==> src/rtl/interp2_pkg.sv <==
package interp2_pkg;
  typedef enum logic [2:0] {
    ST_IDLE,
    ST_WAIT,
    ST_PASS,
    ST_FIN,
    ST_OUT
  } state_e;
endpackage

==> src/rtl/gf_mult.sv <==
module gf_mult #(
  parameter int unsigned M = 8,
  parameter logic [M-1:0] POLY = 'h1D
) (
  input  logic [M-1:0] a_i,
  input  logic [M-1:0] b_i,
  output logic [M-1:0] p_o
);
  logic [M-1:0] acc, sh;
  always_comb begin
    acc = '0;
    sh  = a_i;
    for (int i = 0; i < M; i++) begin
      if (b_i[i]) acc = acc ^ sh;
      sh = {sh[M-2:0], 1'b0} ^ (sh[M-1] ? POLY : '0);
    end
    p_o = acc;
  end
endmodule

==> src/rtl/coef_update.sv <==
// one y-degree, both candidates, one x-degree per cycle
module coef_update #(
  parameter int unsigned M = 8,
  parameter logic [M-1:0] POLY = 'h1D
) (
  input  logic         en_i,
  input  logic         piv_i,
  input  logic [M-1:0] dpiv_i,
  input  logic [M-1:0] doth_i,
  input  logic [M-1:0] xi_i,
  input  logic [M-1:0] c0_i,
  input  logic [M-1:0] c0l_i,
  input  logic [M-1:0] c1_i,
  input  logic [M-1:0] c1l_i,
  output logic [M-1:0] n0_o,
  output logic [M-1:0] n1_o
);
  logic [M-1:0] pc, pl, oc, xpc, t_a, t_b, new_p, new_o;

  assign pc = piv_i ? c1_i  : c0_i;
  assign pl = piv_i ? c1l_i : c0l_i;
  assign oc = piv_i ? c0_i  : c1_i;

  gf_mult #(.M(M), .POLY(POLY)) u_xs (.a_i(xi_i),   .b_i(pc), .p_o(xpc));
  gf_mult #(.M(M), .POLY(POLY)) u_ma (.a_i(dpiv_i), .b_i(oc), .p_o(t_a));
  gf_mult #(.M(M), .POLY(POLY)) u_mb (.a_i(doth_i), .b_i(pc), .p_o(t_b));

  assign new_p = pl ^ xpc;    // (x + xi) * pivot
  assign new_o = t_a ^ t_b;   // dp*other + do*pivot

  // results land in the fixed slot of each candidate, whichever is pivot
  assign n0_o = !en_i ? c0_i : (piv_i ? new_o : new_p);
  assign n1_o = !en_i ? c1_i : (piv_i ? new_p : new_o);
endmodule

==> src/rtl/horner_eval.sv <==
module horner_eval #(
  parameter int unsigned M = 8,
  parameter logic [M-1:0] POLY = 'h1D
) (
  input  logic         clk_i,
  input  logic         rst_ni,
  input  logic         clr_i,
  input  logic         step_i,
  input  logic [M-1:0] x_i,
  input  logic [M-1:0] y_i,
  input  logic [M-1:0] a0_i,
  input  logic [M-1:0] a1_i,
  output logic [M-1:0] disc_o
);
  logic [M-1:0] acc0_q, acc1_q, ax0, ax1, ya;

  gf_mult #(.M(M), .POLY(POLY)) u_h0 (.a_i(acc0_q), .b_i(x_i), .p_o(ax0));
  gf_mult #(.M(M), .POLY(POLY)) u_h1 (.a_i(acc1_q), .b_i(x_i), .p_o(ax1));
  gf_mult #(.M(M), .POLY(POLY)) u_y  (.a_i(y_i),    .b_i(acc1_q), .p_o(ya));

  always_ff @(posedge clk_i or negedge rst_ni) begin
    if (!rst_ni) begin
      acc0_q <= '0;
      acc1_q <= '0;
    end else if (clr_i) begin
      acc0_q <= '0;
      acc1_q <= '0;
    end else if (step_i) begin
      acc0_q <= ax0 ^ a0_i;
      acc1_q <= ax1 ^ a1_i;
    end
  end

  assign disc_o = acc0_q ^ ya;
endmodule

==> src/rtl/biv_interp.sv <==
module biv_interp
  import interp2_pkg::*;
#(
  parameter int unsigned M        = 8,
  parameter logic [M-1:0] POLY    = 'h1D,
  parameter int unsigned WY       = 4,
  parameter int unsigned NPTS_MAX = 12,
  localparam int unsigned AW      = $clog2(NPTS_MAX + 1),
  localparam int unsigned DEPTH   = 2 ** AW,
  localparam int unsigned WDW     = $clog2(WY + NPTS_MAX + 1) + 1
) (
  input  logic          clk_i,
  input  logic          rst_ni,
  input  logic          start_i,
  input  logic          pt_valid_i,
  output logic          pt_ready_o,
  input  logic [M-1:0]  pt_x_i,
  input  logic [M-1:0]  pt_y_i,
  input  logic          pt_last_i,
  output logic          disc_valid_o,
  output logic [M-1:0]  disc0_o,
  output logic [M-1:0]  disc1_o,
  output logic          res_valid_o,
  output logic [AW-1:0] res_idx_o,
  output logic [M-1:0]  res_c0_o,
  output logic [M-1:0]  res_c1_o,
  output logic          done_o
);
  state_e            state_q;
  logic [M-1:0]      mem_q [2][2][DEPTH];   // [candidate][y-degree][x-degree]
  logic [AW-1:0]     cnt_q, cnt_lo;
  logic [AW:0]       span_q, span_n;
  logic [WDW-1:0]    wdeg0_q, wdeg1_q, wdeg0_n, wdeg1_n;
  logic [1:0][M-1:0] d_q, hd;
  logic              have_d_q, eval_q, sel_q;
  logic [M-1:0]      cur_x_q, nxt_x_q, nxt_y_q;
  logic              nxt_last_q;
  logic              nz0, nz1, upd_any, piv;
  logic [M-1:0]      dpiv, doth;
  logic [1:0][1:0][M-1:0] upd_n;
  logic              acc_clr, acc_step, in_pass;

  assign nz0     = |d_q[0];
  assign nz1     = |d_q[1];
  assign upd_any = have_d_q & (nz0 | nz1);
  assign piv     = (nz0 & nz1) ? (wdeg1_q < wdeg0_q) : nz1;
  assign dpiv    = piv ? d_q[1] : d_q[0];
  assign doth    = piv ? d_q[0] : d_q[1];
  assign wdeg0_n = wdeg0_q + WDW'(upd_any & ~piv);
  assign wdeg1_n = wdeg1_q + WDW'(upd_any & piv);
  assign span_n  = span_q + (AW+1)'(upd_any);
  assign cnt_lo  = (cnt_q == '0) ? '0 : cnt_q - 1'b1;
  assign in_pass = (state_q == ST_PASS);
  assign acc_clr  = (state_q == ST_WAIT) && pt_valid_i;
  assign acc_step = in_pass && eval_q;
  assign pt_ready_o = (state_q == ST_WAIT);

  for (genvar t = 0; t < 2; t++) begin : g_ydeg
    logic [M-1:0] lo0, lo1;
    assign lo0 = (cnt_q == '0) ? '0 : mem_q[0][t][cnt_lo];
    assign lo1 = (cnt_q == '0) ? '0 : mem_q[1][t][cnt_lo];
    coef_update #(.M(M), .POLY(POLY)) u_upd (
      .en_i  (upd_any),
      .piv_i (piv),
      .dpiv_i(dpiv),
      .doth_i(doth),
      .xi_i  (cur_x_q),
      .c0_i  (mem_q[0][t][cnt_q]),
      .c0l_i (lo0),
      .c1_i  (mem_q[1][t][cnt_q]),
      .c1l_i (lo1),
      .n0_o  (upd_n[0][t]),
      .n1_o  (upd_n[1][t])
    );
  end

  for (genvar k = 0; k < 2; k++) begin : g_cand
    horner_eval #(.M(M), .POLY(POLY)) u_eval (
      .clk_i (clk_i),
      .rst_ni(rst_ni),
      .clr_i (acc_clr),
      .step_i(acc_step),
      .x_i   (nxt_x_q),
      .y_i   (nxt_y_q),
      .a0_i  (upd_n[k][0]),
      .a1_i  (upd_n[k][1]),
      .disc_o(hd[k])
    );
  end

  // coefficient store: no reset, initialised by start
  always_ff @(posedge clk_i) begin
    if (state_q == ST_IDLE && start_i) begin
      for (int k = 0; k < 2; k++)
        for (int t = 0; t < 2; t++)
          for (int j = 0; j < DEPTH; j++)
            mem_q[k][t][j] <= '0;
      mem_q[0][0][0] <= M'(1);
      mem_q[1][1][0] <= M'(1);
    end else if (in_pass) begin
      for (int k = 0; k < 2; k++)
        for (int t = 0; t < 2; t++)
          mem_q[k][t][cnt_q] <= upd_n[k][t];
    end
  end

  always_ff @(posedge clk_i or negedge rst_ni) begin
    if (!rst_ni) begin
      state_q      <= ST_IDLE;
      cnt_q        <= '0;
      span_q       <= '0;
      wdeg0_q      <= '0;
      wdeg1_q      <= '0;
      d_q          <= '0;
      have_d_q     <= 1'b0;
      eval_q       <= 1'b0;
      sel_q        <= 1'b0;
      cur_x_q      <= '0;
      nxt_x_q      <= '0;
      nxt_y_q      <= '0;
      nxt_last_q   <= 1'b0;
      disc_valid_o <= 1'b0;
      disc0_o      <= '0;
      disc1_o      <= '0;
      res_valid_o  <= 1'b0;
      res_idx_o    <= '0;
      res_c0_o     <= '0;
      res_c1_o     <= '0;
      done_o       <= 1'b0;
    end else begin
      disc_valid_o <= 1'b0;
      res_valid_o  <= 1'b0;
      done_o       <= 1'b0;
      case (state_q)
        ST_IDLE: if (start_i) begin
          wdeg0_q  <= '0;
          wdeg1_q  <= WDW'(WY);
          span_q   <= (AW+1)'(1);
          have_d_q <= 1'b0;
          state_q  <= ST_WAIT;
        end
        ST_WAIT: if (pt_valid_i) begin
          nxt_x_q    <= pt_x_i;
          nxt_y_q    <= pt_y_i;
          nxt_last_q <= pt_last_i;
          cnt_q      <= span_q[AW-1:0];
          eval_q     <= 1'b1;
          state_q    <= ST_PASS;
        end
        ST_PASS: begin
          if (cnt_q == '0) state_q <= ST_FIN;
          else             cnt_q   <= cnt_q - 1'b1;
        end
        ST_FIN: begin
          wdeg0_q <= wdeg0_n;
          wdeg1_q <= wdeg1_n;
          span_q  <= span_n;
          if (eval_q) begin
            d_q          <= hd;
            disc0_o      <= hd[0];
            disc1_o      <= hd[1];
            disc_valid_o <= 1'b1;
            have_d_q     <= 1'b1;
            cur_x_q      <= nxt_x_q;
            if (nxt_last_q) begin
              cnt_q   <= span_n[AW-1:0];
              eval_q  <= 1'b0;     // closing update pass, nothing to evaluate
              state_q <= ST_PASS;
            end else begin
              state_q <= ST_WAIT;
            end
          end else begin
            sel_q   <= (wdeg1_n < wdeg0_n);
            cnt_q   <= AW'(span_n - 1'b1);
            state_q <= ST_OUT;
          end
        end
        ST_OUT: begin
          res_valid_o <= 1'b1;
          res_idx_o   <= cnt_q;
          res_c0_o    <= mem_q[sel_q][0][cnt_q];
          res_c1_o    <= mem_q[sel_q][1][cnt_q];
          if (cnt_q == '0) begin
            done_o  <= 1'b1;
            state_q <= ST_IDLE;
          end else begin
            cnt_q <= cnt_q - 1'b1;
          end
        end
        default: state_q <= ST_IDLE;
      endcase
    end
  end
endmodule

==> config.mk <==
export PLATFORM = sky130hd
export DESIGN_NAME = biv_interp
export DESIGN_NICKNAME = d
export VERILOG_FILES = /design/src/rtl/interp2_pkg.sv /design/src/rtl/gf_mult.sv /design/src/rtl/coef_update.sv /design/src/rtl/horner_eval.sv /design/src/rtl/biv_interp.sv
export SDC_FILE = /design/constraint.sdc
export NUM_CORES = 2
export LEC_CHECK = 0
export ABC_AREA = 1
export CORE_ASPECT_RATIO = 1.4
export CORE_MARGIN = 3
export CORE_UTILIZATION = 30
export DETAILED_ROUTE_END_ITERATION = 7
export GPL_ROUTABILITY_DRIVEN = 0
export MAX_ROUTING_LAYER = met4
export SYNTH_ARGS = -nofsm -noshare
export SYNTH_HDL_FRONTEND = slang
export SYNTH_SLANG_ARGS = --single-unit
==> constraint.sdc <==
create_clock -name clk_i -period 10.2 [get_ports clk_i]
set_input_delay 2.04 -clock clk_i [delete_from_list [all_inputs] [get_ports clk_i]]
set_output_delay 2.04 -clock clk_i [all_outputs]
set_load 0.01 [all_outputs]
==> impl_metrics.yaml <==
cts:
  cts_made_buffers: 68
  ctsResizeCount: 0
  clkSlewWorstSetupHoldPaths_ps: 60
  clock_sinks: 634
  htreeDepth: 3
  post_cts_buffers: 0
  cts_tree: "yes"
  clockBufferDepth: 3
  cts_hold_buf: 0
  cts-root-buf: "clkbuf_16"
  clkLatencyLatePin_ps: 700
detailed_routing:
  via_per_inst: 5.44
  drt_iter0_drc: 6013
  routed_wl_mm: 220
  first_pass_iters: 6
  vias: 53342
  ant_nets: 0
  avgRoutedWirePerCell_um: 22.4
  drc: 0
critical_path:
  r2r_slack_ps: 3760
  endpoint_kind: "flop"
  criticalPathCategory: "reg -> reg"
  max_stage_delay_ps: 990
  critPathArrivalTime_ps: 6830
  ff2ff_path_depth: 19
  cp.depth: 19
  crit_start: "cnt_q[1]"
  crit_family: "simple AND/OR/NAND/NOR gates"
  path_common_cell: "nand2_1"
  cp-start-kind: "flop"
  cp_max_fo: 120
  worstPathRequired_ps: 10590
  cp_slowest_cell: "nor2_1"
  r2r_start: "cnt_q[1]"
  path_cells: "inv_6, buf_12, o211ai_1, nand3_1, nand2_1, nor2_1, nand2_1, nand2_1, nand2_1, xor2_1, xor2_1, xor2_1, nand3_1, nand3_1, nand2_1, nand2_1, nand2_1, inv_2, nor2_1"
  path_buf_inv: 3
timing:
  hold_viol: 0
  slew_headroom: 0.116
  tightest_slew_ps: 1320
  setup-violations-final: 0
  slew_violations: 0
  rsz0062_at_grt: "false"
  post-route-period-util: 0.631
  fmax_mhz: 155
  period_needed_ps: 6440
  finalSetupTns_ps: 0
  fin_skew_ps: 42.1
floorplanning:
  start_util: 0.302
  design.die.area_um2: 179000
  die_x_um: 358
  fp.dieH_um: 499
  io-pin-count: 61
  core-area_um2: 172000
  rows: 180
min_path:
  min_path_type: "reg -> reg"
  hold_depth: 2
  min-delay-start: "mem_q[1][210]"
logic_synthesis:
  seq_area_frac_synth: 0.331
  yosys.cell_types.count: 63
  synth.cell_area_um2: 52000
  async_flop_share: 0.192
  syn-num-nets: 7792
  yosysWarnings: 0
  ys_ff_latch: 634
  synthFlopType: "edfxtp_1"
  synth-edff-count: 392
  postSynthAreaPerCell_um2: 6.71
  synthCells: 7750
global_route:
  gr-usage-all-layers: 0.245
  overflow: 0
  grt_max_degree: 189
  grt_pass1_vias: 50660
  antenna_found_initial: 3
  grt_first_pass_wirelength_mm: 322
status:
  status: "completed"
finish:
  nFillCells: 18590
  area.growth.synth_to_final_pct: 7.99
  drive_gt1_frac: 0.0518
  nets: 7522
placement:
  dp_hpwl_mm: 151
  io_buffers: 60
run:
  maxCapViolCount: 0
-- routing by layer --
layer | vias up | track usage | wire length (um)
met5 | - | - | 0
met4 | 0 | 0.208 | 22600
met3 | 955 | 0.0430 | 19600
met2 | 2943 | 0.385 | 99900
met1 | 24900 | 0.268 | 78100
li1 | 24544 | - | -
-- layout by cell type (no fill, tap or decap), types with 7 or more instances in the layout --
cell             instances
buf_12                  10
a221oi_1                12
a211oi_1                 8
mux2_2                   7
o211ai_1               172
o22ai_1                 38
nor2_4                   7
nand2_2                 28
nor2_1                 856
clkbuf_1                26
nand4_1                 21
clkbuf_16               69
clkinv_2                11
dfrtp_1                119
o21ai_1                118
or2_1                   17
o311ai_0                 9
ha_1                    21
nand2_1               2152
a21oi_1                420
nand3_1                499
buf_4                   89
inv_2                   43
nand3b_1                29
or2_2                   28
nor2_2                  31
nor3_1                   7
clkinv_1                 8
clkdlybuf4s50_1         59
a22oi_1                 11
o21ai_2                 20
a31oi_1                 14
xnor2_1                284
o221ai_1                21
edfxtp_1               392
dfxtp_1                120
o21ai_0                608
xor2_1                 368
inv_1                  694
a32o_1                  11
-- sequential cells by signal (all words and copies together), names as in the netlist, 8 cells and up --
register and count:
nxt_y_q 8, cur_x_q 8, g_cand.u_eval.acc0_q 16, nxt_x_q 8
mem_q 512, d_q 16, res_c0_o 8, res_c1_o 8
g_cand.u_eval.acc1_q 16
-- final cells by class --
| class | instances | area, um^2 | share of cell area |
|---|---|---|---|
| Antenna cell | 3 | 7.51 | 0.000134 |
| Clock buffer | 100 | 1880 | 0.0334 |
| Clock inverter | 26 | 328 | 0.00583 |
| Inverter | 751 | 2840 | 0.0505 |
| Multi-Input combinational cell | 5866 | 29600 | 0.526 |
| Sequential cell | 634 | 17200 | 0.307 |
| Tap cell | 2275 | 2850 | 0.0507 |
| Timing Repair Buffer | 159 | 1470 | 0.0262 |
-- cell families (layout without fill, tap and decap cells) --
logic type | Yosys count | count (layout) | share of synthesized area
XOR/XNOR | 656 | 656 | 0.111
other | 0 | 3 | 0
flip-flops | 634 | 634 | 0.331
adder cells (fa/ha/maj) | 21 | 21 | 0.00505
multiplexers | 7 | 7 | 0.00151
buffers and inverters | 1250 | 1036 | 0.103
AO/OA/AOI/OAI | 1494 | 1494 | 0.162
AND/OR/NAND/NOR | 3688 | 3688 | 0.287
-- tightest hold or removal path: cells and delay by family, from the launching register on --
family	cells	cell delay (ps)
flip-flops	1	300
AO/OA/AOI/OAI	1	70
buffers and inverters	1	80
-- path summary, 6_finish.rpt --
kind,to
max reg2reg,mem_q[0][175]
min reg2reg,mem_q[1][210]
max in group asynchronous,d_q[6]
min,mem_q[1][210]
max,mem_q[0][175]
min in group asynchronous,res_c0_o[1]
-- synthesized netlist by cell type (all sizes together), types with 2 or more instances --
master	instances	area share
nand2	2184	0.16
nor2	894	0.066
o21ai	747	0.073
inv	743	0.054
nand3	501	0.048
a21oi	424	0.041
edfxtp	392	0.23
xor2	370	0.063
xnor2	285	0.048
clkbuf	258	0.019
buf	241	0.030
o211ai	173	0.025
dfrtp	122	0.059
dfxtp	120	0.046
or2	46	0.0055
o22ai	38	0.0046
nand3b	29	0.0042
ha	21	0.0050
nand4	21	0.0025
o221ai	21	0.0035
a31oi	14	0.0017
a221oi	12	0.0020
a22oi	11	0.0016
a32o	11	0.0021
o311ai	9	0.0015
a211oi	8	0.0012
clkinv	8	0.00058
mux2	7	0.0015
nor3	7	0.00067
o21bai	6	0.00087
o22a	4	0.00067
a221o	3	0.00058
a22o	3	0.00051
nand2b	3	0.00036
nor4	2	0.00024
o2111ai	2	0.00034
o21a	2	0.00029
o32ai	2	0.00034
-- per-stage QoR --
stage	hold WS, ps	setup WS [ps]	area [um^2]	utilization	std cells
after global placement	466	4100	54000	0.314	9685
after CTS	492	4010	56200	0.327	9811
after detailed placement	477	4040	54000	0.314	9685
after floorplan	454	4900	52000	-	7750
final	496	3760	56200	0.327	9814
after global routing	514	3440	56200	0.327	9813
Power is left out: the tool's default activity adds up to more than one toggle a clock period on the data nets, which glitch-free logic cannot reach.
